**src/rtl/agu_pkg.sv**
```systemverilog
// Shared types of the address generator: access mode codes and register field codes.
package agu_pkg;
    typedef enum logic [2:0] {
        AM_IND      = 3'd0,
        AM_POST_INC = 3'd1,
        AM_POST_DEC = 3'd2,
        AM_PRE_INC  = 3'd3,
        AM_PRE_DEC  = 3'd4,
        AM_CIRC_INC = 3'd5,
        AM_CIRC_DEC = 3'd6,
        AM_BITREV   = 3'd7
    } agu_mode_e;

    typedef enum logic [1:0] {
        FLD_ADDR = 2'd0,
        FLD_MOD  = 2'd1,
        FLD_LEN  = 2'd2,
        FLD_NONE = 2'd3
    } agu_field_e;
endpackage

```
**src/rtl/agu_span_mask.sv**
```systemverilog
// Derives the offset mask and the extended buffer length from a length register.
// Assumes: length 0 stands for 2^AW; the mask covers the smallest power of two
// that is at least the length, so the buffer base is aligned to it.
module agu_span_mask #(
    parameter int AW = 16
) (
    input  logic [AW-1:0] len,
    output logic [AW-1:0] mask,
    output logic [AW:0]   len_ext
);
    // smear every bit of (len-1) down to bit 0
    always_comb begin
        mask = len - {{(AW-1){1'b0}}, 1'b1};
        for (int s = 1; s < AW; s = s << 1) begin
            mask = mask | (mask >> s);
        end
    end

    // length widened by one bit so that zero can mean the full space
    always_comb begin
        len_ext = (len == '0) ? {1'b1, {AW{1'b0}}} : {1'b0, len};
    end
endmodule

```
**src/rtl/agu_linear_step.sv**
```systemverilog
// Linear address arithmetic for indirect, pre-modify and post-modify modes.
// Assumes: wraps modulo 2^AW; upd says whether the register takes nxt.
module agu_linear_step #(
    parameter int AW = 16
) (
    input  agu_pkg::agu_mode_e mode,
    input  logic [AW-1:0]      addr,
    input  logic [AW-1:0]      modv,
    output logic [AW-1:0]      ea,
    output logic [AW-1:0]      nxt,
    output logic               upd
);
    import agu_pkg::*;

    logic [AW-1:0] sum;
    logic [AW-1:0] dif;

    // dedicated adder and subtractor for the step
    always_comb begin
        sum = addr + modv;
        dif = addr - modv;
    end

    // pick address and next value per mode
    always_comb begin
        ea  = addr;
        nxt = addr;
        upd = 1'b0;
        unique case (mode)
            AM_POST_INC: begin nxt = sum; upd = 1'b1; end
            AM_POST_DEC: begin nxt = dif; upd = 1'b1; end
            AM_PRE_INC:  begin nxt = sum; ea = sum; upd = 1'b1; end
            AM_PRE_DEC:  begin nxt = dif; ea = dif; upd = 1'b1; end
            default:     begin nxt = addr; end
        endcase
    end
endmodule

```
**src/rtl/agu_circ_step.sv**
```systemverilog
// Modulo stepping inside an aligned delay-line buffer, up or down.
// Assumes: the offset lies below the length and the modifier is at most the length,
// so one correction by the length is enough.
module agu_circ_step #(
    parameter int AW = 16
) (
    input  logic [AW-1:0] addr,
    input  logic [AW-1:0] modv,
    input  logic [AW-1:0] mask,
    input  logic [AW:0]   len_ext,
    input  logic          down,
    output logic [AW-1:0] nxt
);
    logic [AW-1:0] base;
    logic [AW-1:0] off;
    logic [AW:0]   up_s;
    logic [AW+1:0] dn_s;
    logic [AW-1:0] new_off;

    // split register into aligned base and offset
    always_comb begin
        base = addr & ~mask;
        off  = addr & mask;
    end

    // upward step with wrap at the length
    always_comb begin
        up_s = {1'b0, off} + {1'b0, modv};
        if (up_s >= len_ext) up_s = up_s - len_ext;
    end

    // downward step with wrap below the base
    always_comb begin
        dn_s = {2'b00, off} - {2'b00, modv};
        if (dn_s[AW+1]) dn_s = dn_s + {1'b0, len_ext};
    end

    // recombine base with the chosen offset
    always_comb begin
        new_off = down ? dn_s[AW-1:0] : up_s[AW-1:0];
        nxt     = base | (new_off & mask);
    end
endmodule

```
**src/rtl/agu_bitrev_step.sv**
```systemverilog
// Reverse-carry addition of the modifier within the masked offset bits.
// Assumes: the mask is a contiguous run of low bits; carry out of bit 0 is dropped.
module agu_bitrev_step #(
    parameter int AW = 16
) (
    input  logic [AW-1:0] addr,
    input  logic [AW-1:0] modv,
    input  logic [AW-1:0] mask,
    output logic [AW-1:0] nxt
);
    // ripple the carry from the top masked bit down toward bit 0
    always_comb begin
        logic c;
        c   = 1'b0;
        nxt = addr;
        for (int i = AW - 1; i >= 0; i--) begin
            if (mask[i]) begin
                nxt[i] = addr[i] ^ modv[i] ^ c;
                c      = (addr[i] & modv[i]) | (c & (addr[i] ^ modv[i]));
            end
        end
    end
endmodule

```
**src/rtl/dsp_agu.sv**
```systemverilog
// Address generation unit: NREG sets of address, modifier and length registers.
// One access per cycle returns the effective address combinationally and updates
// the selected address register at the next edge. A load to the same address
// register in that cycle takes priority. Readback is combinational.
module dsp_agu #(
    parameter int NREG = 4,
    parameter int AW   = 16,
    localparam int SELW = (NREG > 1) ? $clog2(NREG) : 1
) (
    input  logic            clk,
    input  logic            rst_n,
    input  logic            acc_valid,
    input  logic [SELW-1:0] acc_sel,
    input  logic [2:0]      acc_mode,
    output logic [AW-1:0]   ea,
    input  logic            wr_en,
    input  logic [SELW-1:0] wr_sel,
    input  logic [1:0]      wr_field,
    input  logic [AW-1:0]   wr_data,
    input  logic [SELW-1:0] rd_sel,
    input  logic [1:0]      rd_field,
    output logic [AW-1:0]   rd_data
);
    import agu_pkg::*;

    logic [NREG-1:0][AW-1:0] areg_q;
    logic [NREG-1:0][AW-1:0] mreg_q;
    logic [NREG-1:0][AW-1:0] lreg_q;

    agu_mode_e     mode;
    logic [AW-1:0] cur_a;
    logic [AW-1:0] cur_m;
    logic [AW-1:0] cur_l;
    logic [AW-1:0] span;
    logic [AW:0]   len_ext;
    logic [AW-1:0] lin_ea;
    logic [AW-1:0] lin_nxt;
    logic          lin_upd;
    logic [AW-1:0] circ_nxt;
    logic [AW-1:0] brev_nxt;
    logic [AW-1:0] upd_val;
    logic          upd_en;

    // decode the mode code and fetch the selected register set
    always_comb begin
        mode  = agu_mode_e'(acc_mode);
        cur_a = areg_q[acc_sel];
        cur_m = mreg_q[acc_sel];
        cur_l = lreg_q[acc_sel];
    end

    agu_span_mask #(.AW(AW)) span_i (
        .len     (cur_l),
        .mask    (span),
        .len_ext (len_ext)
    );

    agu_linear_step #(.AW(AW)) lin_i (
        .mode (mode),
        .addr (cur_a),
        .modv (cur_m),
        .ea   (lin_ea),
        .nxt  (lin_nxt),
        .upd  (lin_upd)
    );

    agu_circ_step #(.AW(AW)) circ_i (
        .addr    (cur_a),
        .modv    (cur_m),
        .mask    (span),
        .len_ext (len_ext),
        .down    (mode == AM_CIRC_DEC),
        .nxt     (circ_nxt)
    );

    agu_bitrev_step #(.AW(AW)) brev_i (
        .addr (cur_a),
        .modv (cur_m),
        .mask (span),
        .nxt  (brev_nxt)
    );

    // choose the address and update value from the unit matching the mode
    always_comb begin
        ea      = lin_ea;
        upd_val = lin_nxt;
        upd_en  = acc_valid & lin_upd;
        unique case (mode)
            AM_CIRC_INC, AM_CIRC_DEC: begin
                ea      = cur_a;
                upd_val = circ_nxt;
                upd_en  = acc_valid;
            end
            AM_BITREV: begin
                ea      = cur_a;
                upd_val = brev_nxt;
                upd_en  = acc_valid;
            end
            default: begin
                ea = lin_ea;
            end
        endcase
    end

    // register bank: loads first, then access updates
    always_ff @(posedge clk) begin
        if (!rst_n) begin
            areg_q <= '0;
            mreg_q <= '0;
            lreg_q <= '0;
        end else begin
            for (int g = 0; g < NREG; g++) begin
                if (wr_en && (wr_sel == SELW'(g)) && (wr_field == FLD_ADDR)) begin
                    areg_q[g] <= wr_data;
                end else if (upd_en && (acc_sel == SELW'(g))) begin
                    areg_q[g] <= upd_val;
                end
                if (wr_en && (wr_sel == SELW'(g)) && (wr_field == FLD_MOD)) begin
                    mreg_q[g] <= wr_data;
                end
                if (wr_en && (wr_sel == SELW'(g)) && (wr_field == FLD_LEN)) begin
                    lreg_q[g] <= wr_data;
                end
            end
        end
    end

    // combinational readback of one field
    always_comb begin
        unique case (agu_field_e'(rd_field))
            FLD_ADDR: rd_data = areg_q[rd_sel];
            FLD_MOD:  rd_data = mreg_q[rd_sel];
            FLD_LEN:  rd_data = lreg_q[rd_sel];
            default:  rd_data = '0;
        endcase
    end
endmodule

```
**config.mk**
```make
export PLATFORM = sky130hd
export DESIGN_NAME = dsp_agu
export DESIGN_NICKNAME = d
export VERILOG_FILES = /design/src/rtl/agu_pkg.sv /design/src/rtl/agu_span_mask.sv /design/src/rtl/agu_linear_step.sv /design/src/rtl/agu_circ_step.sv /design/src/rtl/agu_bitrev_step.sv /design/src/rtl/dsp_agu.sv
export SDC_FILE = /design/constraint.sdc
export NUM_CORES = 1
export LEC_CHECK = 0
export BUFFER_PORTS_ARGS = -buffer_cell sky130_fd_sc_hd__buf_2
export CORE_MARGIN = 5
export CORE_UTILIZATION = 41
export CTS_BUF_LIST = sky130_fd_sc_hd__clkbuf_4 sky130_fd_sc_hd__clkbuf_8
export CTS_CLUSTER_SIZE = 20
export DETAILED_ROUTE_END_ITERATION = 8
export GPL_ROUTABILITY_DRIVEN = 0
export PLACE_DENSITY = 0.63
export SLEW_MARGIN = 0
export SYNTH_ARGS = -nofsm -noshare
export SYNTH_HDL_FRONTEND = slang
export SYNTH_SLANG_ARGS = --single-unit
```
**constraint.sdc**
```tcl
create_clock -name clk -period 24.5 [get_ports clk]
set_input_delay 3.675 -clock clk [delete_from_list [all_inputs] [get_ports clk]]
set_output_delay 3.675 -clock clk [all_outputs]
set_load 0.05 [all_outputs]
```
==> run metrics, run 1 <==
clock sink count=192; antenna-violating nets left=0; final wirelength=71.3 mm; Core Area=42800 µm²; fmax=60.2 MHz; antenna violations before repair=1; Clock Pin Slew Worst Setup and Hold Paths=0.09 ns; Die Y=217 µm; Global Route Usage Sum=0.292; slowest library cell on the worst path=mux4_2; CTS tree=done; Synth Instances=2268; main combinational cell family by area after synthesis=compound AO/OA/AOI/OAI gates; first-pass GRT wire length=107 mm; crit path max fanout=38; Die Span X=217 µm; via/cell ratio=6.62; pre-CTS WS=7.46 ns; Setup CP Type=input port to flip-flop; commonest cells after routing, fill and taps aside=nand2_1 (389), a21oi_1 (261), dfxtp_1 (192), nor2_1 (171), inv_1 (110); Final HPWL DP=53.5 mm; top_reg_cell synth=dfxtp_1; clk_lat worst skew=0.49 ns; detailed-route via count=18.5k; Area growth syn-to-layout=5.87%; layout cells sized above 1=0.120; die area=47200 µm²; starting density of the core=0.412; drt pass-1 iters=9; layout filler cell count=4344; post-route cell area=18700 µm²; gr ovfl total=0; complex-gate fraction of the synthesized area=0.237; Initial DRC Count=2754; leak pwr=6.85 nW; number of synthesized flops with an enable pin=0; Worst setup SP type=input port; Yosys reg bits=192; max-slew violations=0; synthesis warning total=0; setup TNS=0 ns; min-delay worst type=flip-flop to flip-flop; Distinct cells, synth=91; period utilization=0.678; largest net degree at the start of global routing=80; synthesized area per cell=7.77 µm²; Tmin final=16.61 ns; cell row count=76; Hold WS=0.474 ns; Synth Area in XOR/XNOR=0.0338; CTS Buf Count=17; cell class contributing the biggest share of worst-path delay=adder cells; DRC=1; CP Capture Type=flip-flop; fin util=0.436; Slew headroom=0.157; Inst Count DP=2759; Total Power=913 µW; FFs w/ async S/R, synth=0; Port Buf Inserts=64; placed inst area=18300 µm²; Final Setup Violations=0; Hold Vio Cnt, Final=0; clock root cell=clkbuf_8; Antenna diodes=0; register area share after synthesis=0.218; run status=finished with violations; Peak VDD IR=31.9 µV; Arr. time, crit path=17.00 ns; pwr dens=49.0 nW/µm²; Max-Cap Viols=0; CTS Hold Bufs=0; final worst slack=7.89 ns; post_cts resized=0; H-tree depth=4; simple-gate portion of the synthesized area=0.216; Netlist Area Pre-Place=17600 µm²; unrepaired setup endpoints after global routing=no; Mapped Nets=2419; drt wl/cell=25.6 µm; commonest non-fill, non-tap cell in the layout=nand2_1; measured slew at the worst slew-check pin=1.25 ns; nets=2383; Setup Skew=0.0152 ns; Setup Buffers After CTS=0; Crit path buffers/inverters=2; multiplexer share of the synthesized area=0.146; vias in the first global route=17.1k; Worst EP required=24.90 ns; Post-Layout Cell Count=2791; Clock Path Buffers=2; failing checks=DRC; max incr delay on CP=0.67 ns; Synth Area in Adders=0.0923; cell mode on critical path=fa_1; total I/O pin count=65
Yosys cell counts, types with 11 or more instances:
master	n	area share
o211ai_1	23	0.0098
o21ai_1	11	0.0031
nand3_1	42	0.012
nor2b_1	25	0.0089
a21o_1	22	0.0094
buf_1	18	0.0038
nor3_1	47	0.013
or3_1	23	0.0082
clkbuf_1	115	0.024
nand2b_1	34	0.012
xnor2_1	52	0.026
mux2i_1	33	0.019
nor2_1	172	0.037
nand2_1	389	0.083
nor4_1	12	0.0043
dfxtp_1	192	0.22
o22ai_1	32	0.011
inv_1	110	0.023
fa_1	20	0.023
o21ai_0	100	0.028
o311a_1	12	0.0068
mux4_2	92	0.12
a211o_1	13	0.0065
o31ai_1	12	0.0051
a211oi_1	34	0.014
nand4_1	21	0.0075
a21oi_1	261	0.074
mux2_2	11	0.0070
o32ai_1	14	0.0070
xor2_1	16	0.0080
o21a_1	13	0.0055
ha_1	98	0.070
a31oi_1	25	0.0089
layout make-up:
cell class / count / area (µm²) / area share
repair buffers: 90 / 520 / 0.0279
flip-flops and latches: 192 / 3840 / 0.206
well taps: 546 / 683 / 0.0366
inverters: 113 / 427 / 0.0229
multi-input cells: 1818 / 12800 / 0.685
clock inverters: 13 / 138 / 0.00738
clock buffers: 19 / 255 / 0.0137
registers in the layout, summed over array words and instances, names as in the netlist:
register / flops
lreg_q: 64
areg_q: 64
mreg_q: 64
layer usage:
layer,up-vias,share of wire,wire length (µm),global-route usage
li1,8155,-,-,-
met1,8850,0.38,27500,0.388
met2,1251,0.44,31100,0.449
met3,228,0.12,8840,0.0761
met4,2,0.054,3870,0.131
met5,-,0.00018,13,0
report_power, final:
group | switching [mW] | internal (mW) | leakage, nW
clock | 0.120 | 0.0946 | 0.196
combinational | 0.248 | 0.123 | 5.10
sequential | 0.00638 | 0.320 | 1.56
total | 0.375 | 0.538 | 6.85
worst min-delay path, stage by stage, from the launching register on:
cell     delay (ns)
dfxtp_1        0.33
nand2_1        0.05
a21oi_1        0.05
kinds of logic after synthesis:
group                    after synthesis
multiplexers                         138
AO/OA/AOI/OAI                        662
buffers and inverters                258
adder cells (fa/ha/maj)              118
AND/OR/NAND/NOR                      832
flip-flops                           192
XOR/XNOR                              68
final timing paths:
kind | depth (start not counted) | end | slack, ns | start
worst max-delay path | 43 | areg_q[48]$_SDFFE_PN0P_ | 7.89 | acc_sel[0]
worst min-delay path | 2 | mreg_q[6]$_SDFFE_PN0P_ | 0.47 | mreg_q[6]$_SDFFE_PN0P_
worst max register to register | 41 | areg_q[48]$_SDFFE_PN0P_ | 11.81 | lreg_q[28]$_SDFFE_PN0P_
worst min register to register | 2 | mreg_q[6]$_SDFFE_PN0P_ | 0.47 | mreg_q[6]$_SDFFE_PN0P_
(Power assumes the default switching activity.)
==> run 2: changes to the inputs <==
- ABC_AREA: default -> 1
- clock period: 24.5 -> 17.3 ns (I/O delays scaled with it)
==> run 2 against run 1 <==
Against the previous run:
- the run still ends with DRC left
- wire length down 3.4%
- via count grew 6.1%
- sequential share of layout area rose by 0.56 points
- power rose by 53%
- non-clock buffer count decreased by 7
- first-iteration DRC count up 4.9%
- register-to-register slack worse by 6.2 ns
- critical path depth grew 6
- sequential power is 42% higher
- clock-buffer cell count increased by 4
- critical path type unchanged
- largest power group unchanged
- highest routed layer is now met4
==> run metrics, run 2 <==
first-pass GRT wire length=104 mm (-2.8%); Core Area=41900 µm² (-2.2%); cell mode on critical path=fa_1; measured slew at the worst slew-check pin=1.29 ns (+0.0370 ns); gr ovfl total=0 (unchanged); Antenna diodes=0 (unchanged); starting density of the core=0.413 (+0.00140); slowest library cell on the worst path=buf_2; CP Capture Type=flip-flop; via/cell ratio=6.06 (-8.5%); GRT met1 Usage=0.388 (about the same); Setup Skew=0.0199 ns (+0.00469 ns); nets=2837 (+19%); min-delay worst type=flip-flop to flip-flop; Yosys reg bits=192 (unchanged); Setup CP Type=input port to flip-flop; multiplexer share of the synthesized area=0 (-0.146); Inst Count DP=3206 (+16%); register area share after synthesis=0.222 (+0.00414); Hold Crit Depth=2 (unchanged); Peak VDD IR=47.8 µV (+50%); DRC=1 (unchanged); leak pwr=8.48 nW (+24%); Synth Area in XOR/XNOR=0.0319 (-0.00189); clock root cell=clkbuf_8; CTS Hold Bufs=0 (unchanged); CTS tree=done; Die Span X=215 µm (-0.89%); pwr dens=76.9 nW/µm² (+57%); clk_lat worst skew=0.49 ns (about the same); fmax=68.7 MHz; total I/O pin count=65 (unchanged); period utilization=0.841; Most Crowded Layer GR=met2; Worst setup SP type=input port; commonest non-fill, non-tap cell in the layout=nand2_1; met3 Track Usage GR=0.0640 (-0.0121); Final HPWL DP=51.4 mm (-3.9%); Arr. time, crit path=14.87 ns (-2.13 ns); Initial DRC Count=2888 (+4.9%); largest net degree at the start of global routing=130 (+63%); antenna-violating nets left=0 (unchanged); Hold WS=0.478 ns (+0.00417 ns); die area=46400 µm² (-1.8%); Netlist Area Pre-Place=17300 µm² (-1.9%); vias in the first global route=17.7k (+3.5%); Max-Cap Viols=0 (unchanged); simple-gate portion of the synthesized area=0.243 (+0.0269); r2r startpoint=lreg_q[20]$_SDFFE_PN0P_; CTS Buf Count=17 (unchanged); Setup Buffers After CTS=0 (unchanged); antenna violations before repair=0 (-1); ranking of synthesized cells by area=dfxtp_1 (22%), a21oi_1 (11%), nand2_1 (9.5%); top_reg_cell synth=dfxtp_1; reg-to-reg endpoint=areg_q[17]$_SDFFE_PN0P_; FFs w/ async S/R, synth=0 (unchanged); most frequent cell after synthesis=nand2_1; clock sink count=192 (unchanged); Global Route Usage Sum=0.281 (-0.0107); Die Y=215 µm (-0.89%); Worst Hold Launch=mreg_q[36]$_SDFFE_PN0P_; Post-Layout Cell Count=3235 (+16%); unrepaired setup endpoints after global routing=no; drt pass-1 iters=9 (unchanged); Clock Pin Slew Worst Setup and Hold Paths=0.09 ns (about the same); Synth area leader=dfxtp_1; detailed-route via count=19.6k (+6.1%); Worst Hold Path EP=mreg_q[36]$_SDFFE_PN0P_; run status=finished with violations; cell row count=75 (-1.3%); Final Setup Violations=0 (unchanged); biggest regs=areg_q (64), lreg_q (64), mreg_q (64); Reg2Reg Depth=48 (+17%); Yosys top cell area share=0.222 (+0.00414); max-slew violations=0 (unchanged); setup TNS=0 ns (unchanged); H-tree depth=4 (unchanged); crit path max fanout=35 (-7.9%); Slew headroom=0.138 (-0.0190); number of synthesized flops with an enable pin=0 (unchanged); Hold Vio Cnt, Final=0 (unchanged); failing checks=DRC; max incr delay on CP=0.58 ns (-0.09 ns); complex-gate fraction of the synthesized area=0.295 (+0.0576); post_cts resized=0 (unchanged); commonest cells after routing, fill and taps aside=nand2_1 (439), a21oi_1 (367), inv_1 (334), o21ai_0 (327), nor2_1 (227); GRT met2 Usage=0.418 (-0.0310); Port Buf Inserts=64 (unchanged); Tmin final=14.55 ns; Worst EP required=17.62 ns (-7.28 ns); synthesized area per cell=6.31 µm² (-19%); R2R setup slack=5.64 ns (-6.17 ns); main combinational cell family by area after synthesis=compound AO/OA/AOI/OAI gates; Synth Instances=2741 (+21%); drt wl/cell=21.3 µm (-17%); layout cells sized above 1=0.0775 (-0.0423); Clock Path Buffers=2 (unchanged); Distinct cells, synth=54 (-41%); final wirelength=68.9 mm (-3.4%); Synth Area in Adders=0.0941 (+0.00175); Mapped Nets=2892 (+20%); synthesis warning total=0 (unchanged); Area growth syn-to-layout=5.04%; Synth top cells by count=nand2_1 (439), a21oi_1 (367), inv_1 (335)
## run 2: cell types whose count changed in the layout (fill, tap and decap cells not counted), moves of 56 or more
cell / change
o21ai_0: +227
nand3_1: +107
a21oi_1: +106
inv_1: +224
nor2_1: +56
mux4_2: -92
## run 2: cells by family after synthesis
| kind of cell | count (synthesis) |
|---|---|
| compound gates | 913 |
| fa+ha+maj | 118 |
| buf+inv | 507 |
| flops | 192 |
| xor+xnor | 63 |
| simple gates | 948 |
## run 2: worst max path at each step
| stage | from | endpoint | slack, ns | cells after the start |
|---|---|---|---|---|
| 3_3_place_gp | acc_sel[0] | areg_q[17]$_SDFFE_PN0P_ | 2.50 | 49 |
| 5_1_grt | acc_sel[0] | areg_q[0]$_SDFFE_PN0P_ | 2.15 | 51 |
| 4_1_cts | acc_sel[0] | areg_q[1]$_SDFFE_PN0P_ | 2.85 | 49 |
| 2_1_floorplan | acc_sel[0] | areg_q[0]$_SDFFE_PN0P_ | 3.56 | 49 |
| 6_report | acc_sel[0] | areg_q[17]$_SDFFE_PN0P_ | 2.75 | 49 |
| 3_5_place_dp | acc_sel[0] | areg_q[1]$_SDFFE_PN0P_ | 2.35 | 49 |
## run 2: worst max-delay path: cells and delay by family
family | cells | cell delay, ns
buf+inv | 9 | 1.74
fa+ha+maj | 14 | 5.90
simple gates | 23 | 4.26
compound gates | 3 | 0.35
## run 2: through the flow
| stage | instance area [µm²] | worst slack, ns | utilization | power, mW |
|---|---|---|---|---|
| global route | 18200 | 2.15 | 0.434 | 1.46 |
| detailed placement | 17800 | 2.35 | 0.425 | 1.08 |
| CTS | 18200 | 2.85 | 0.434 | 1.37 |
| finish | 18200 | 2.75 | 0.434 | 1.40 |
| global placement | 17800 | 2.50 | 0.425 | 1.07 |
| floorplan | 17300 | 3.56 | - | 0.906 |
## run 2: area by class of cell
cell class | instances | area, µm²
clock buffers | 23 | 292
clock inverters | 6 | 85.1
repair buffers | 83 | 463
fillers | 4435 | 23700
flip-flops and latches | 192 | 3840
inverters | 350 | 1320
well taps | 539 | 674
multi-input cells | 2042 | 11500
## run 2: layer usage
layer / wire length, µm / part of all wire / vias up
met2: 28800 / 0.42 / 1286
met5: 0 / 0 / -
met1: 28300 / 0.41 / 8989
li1: - / - / 9107
met3: 8010 / 0.12 / 225
met4: 3730 / 0.054 / 0
## run 2: power breakdown
| group | leakage, nW | internal [mW] | switching (mW) |
|---|---|---|---|
| Combinational | 6.74 | 0.182 | 0.450 |
| Sequential | 1.55 | 0.455 | 0.00929 |
| Clock | 0.191 | 0.140 | 0.162 |
| Total | 8.48 | 0.777 | 0.621 |
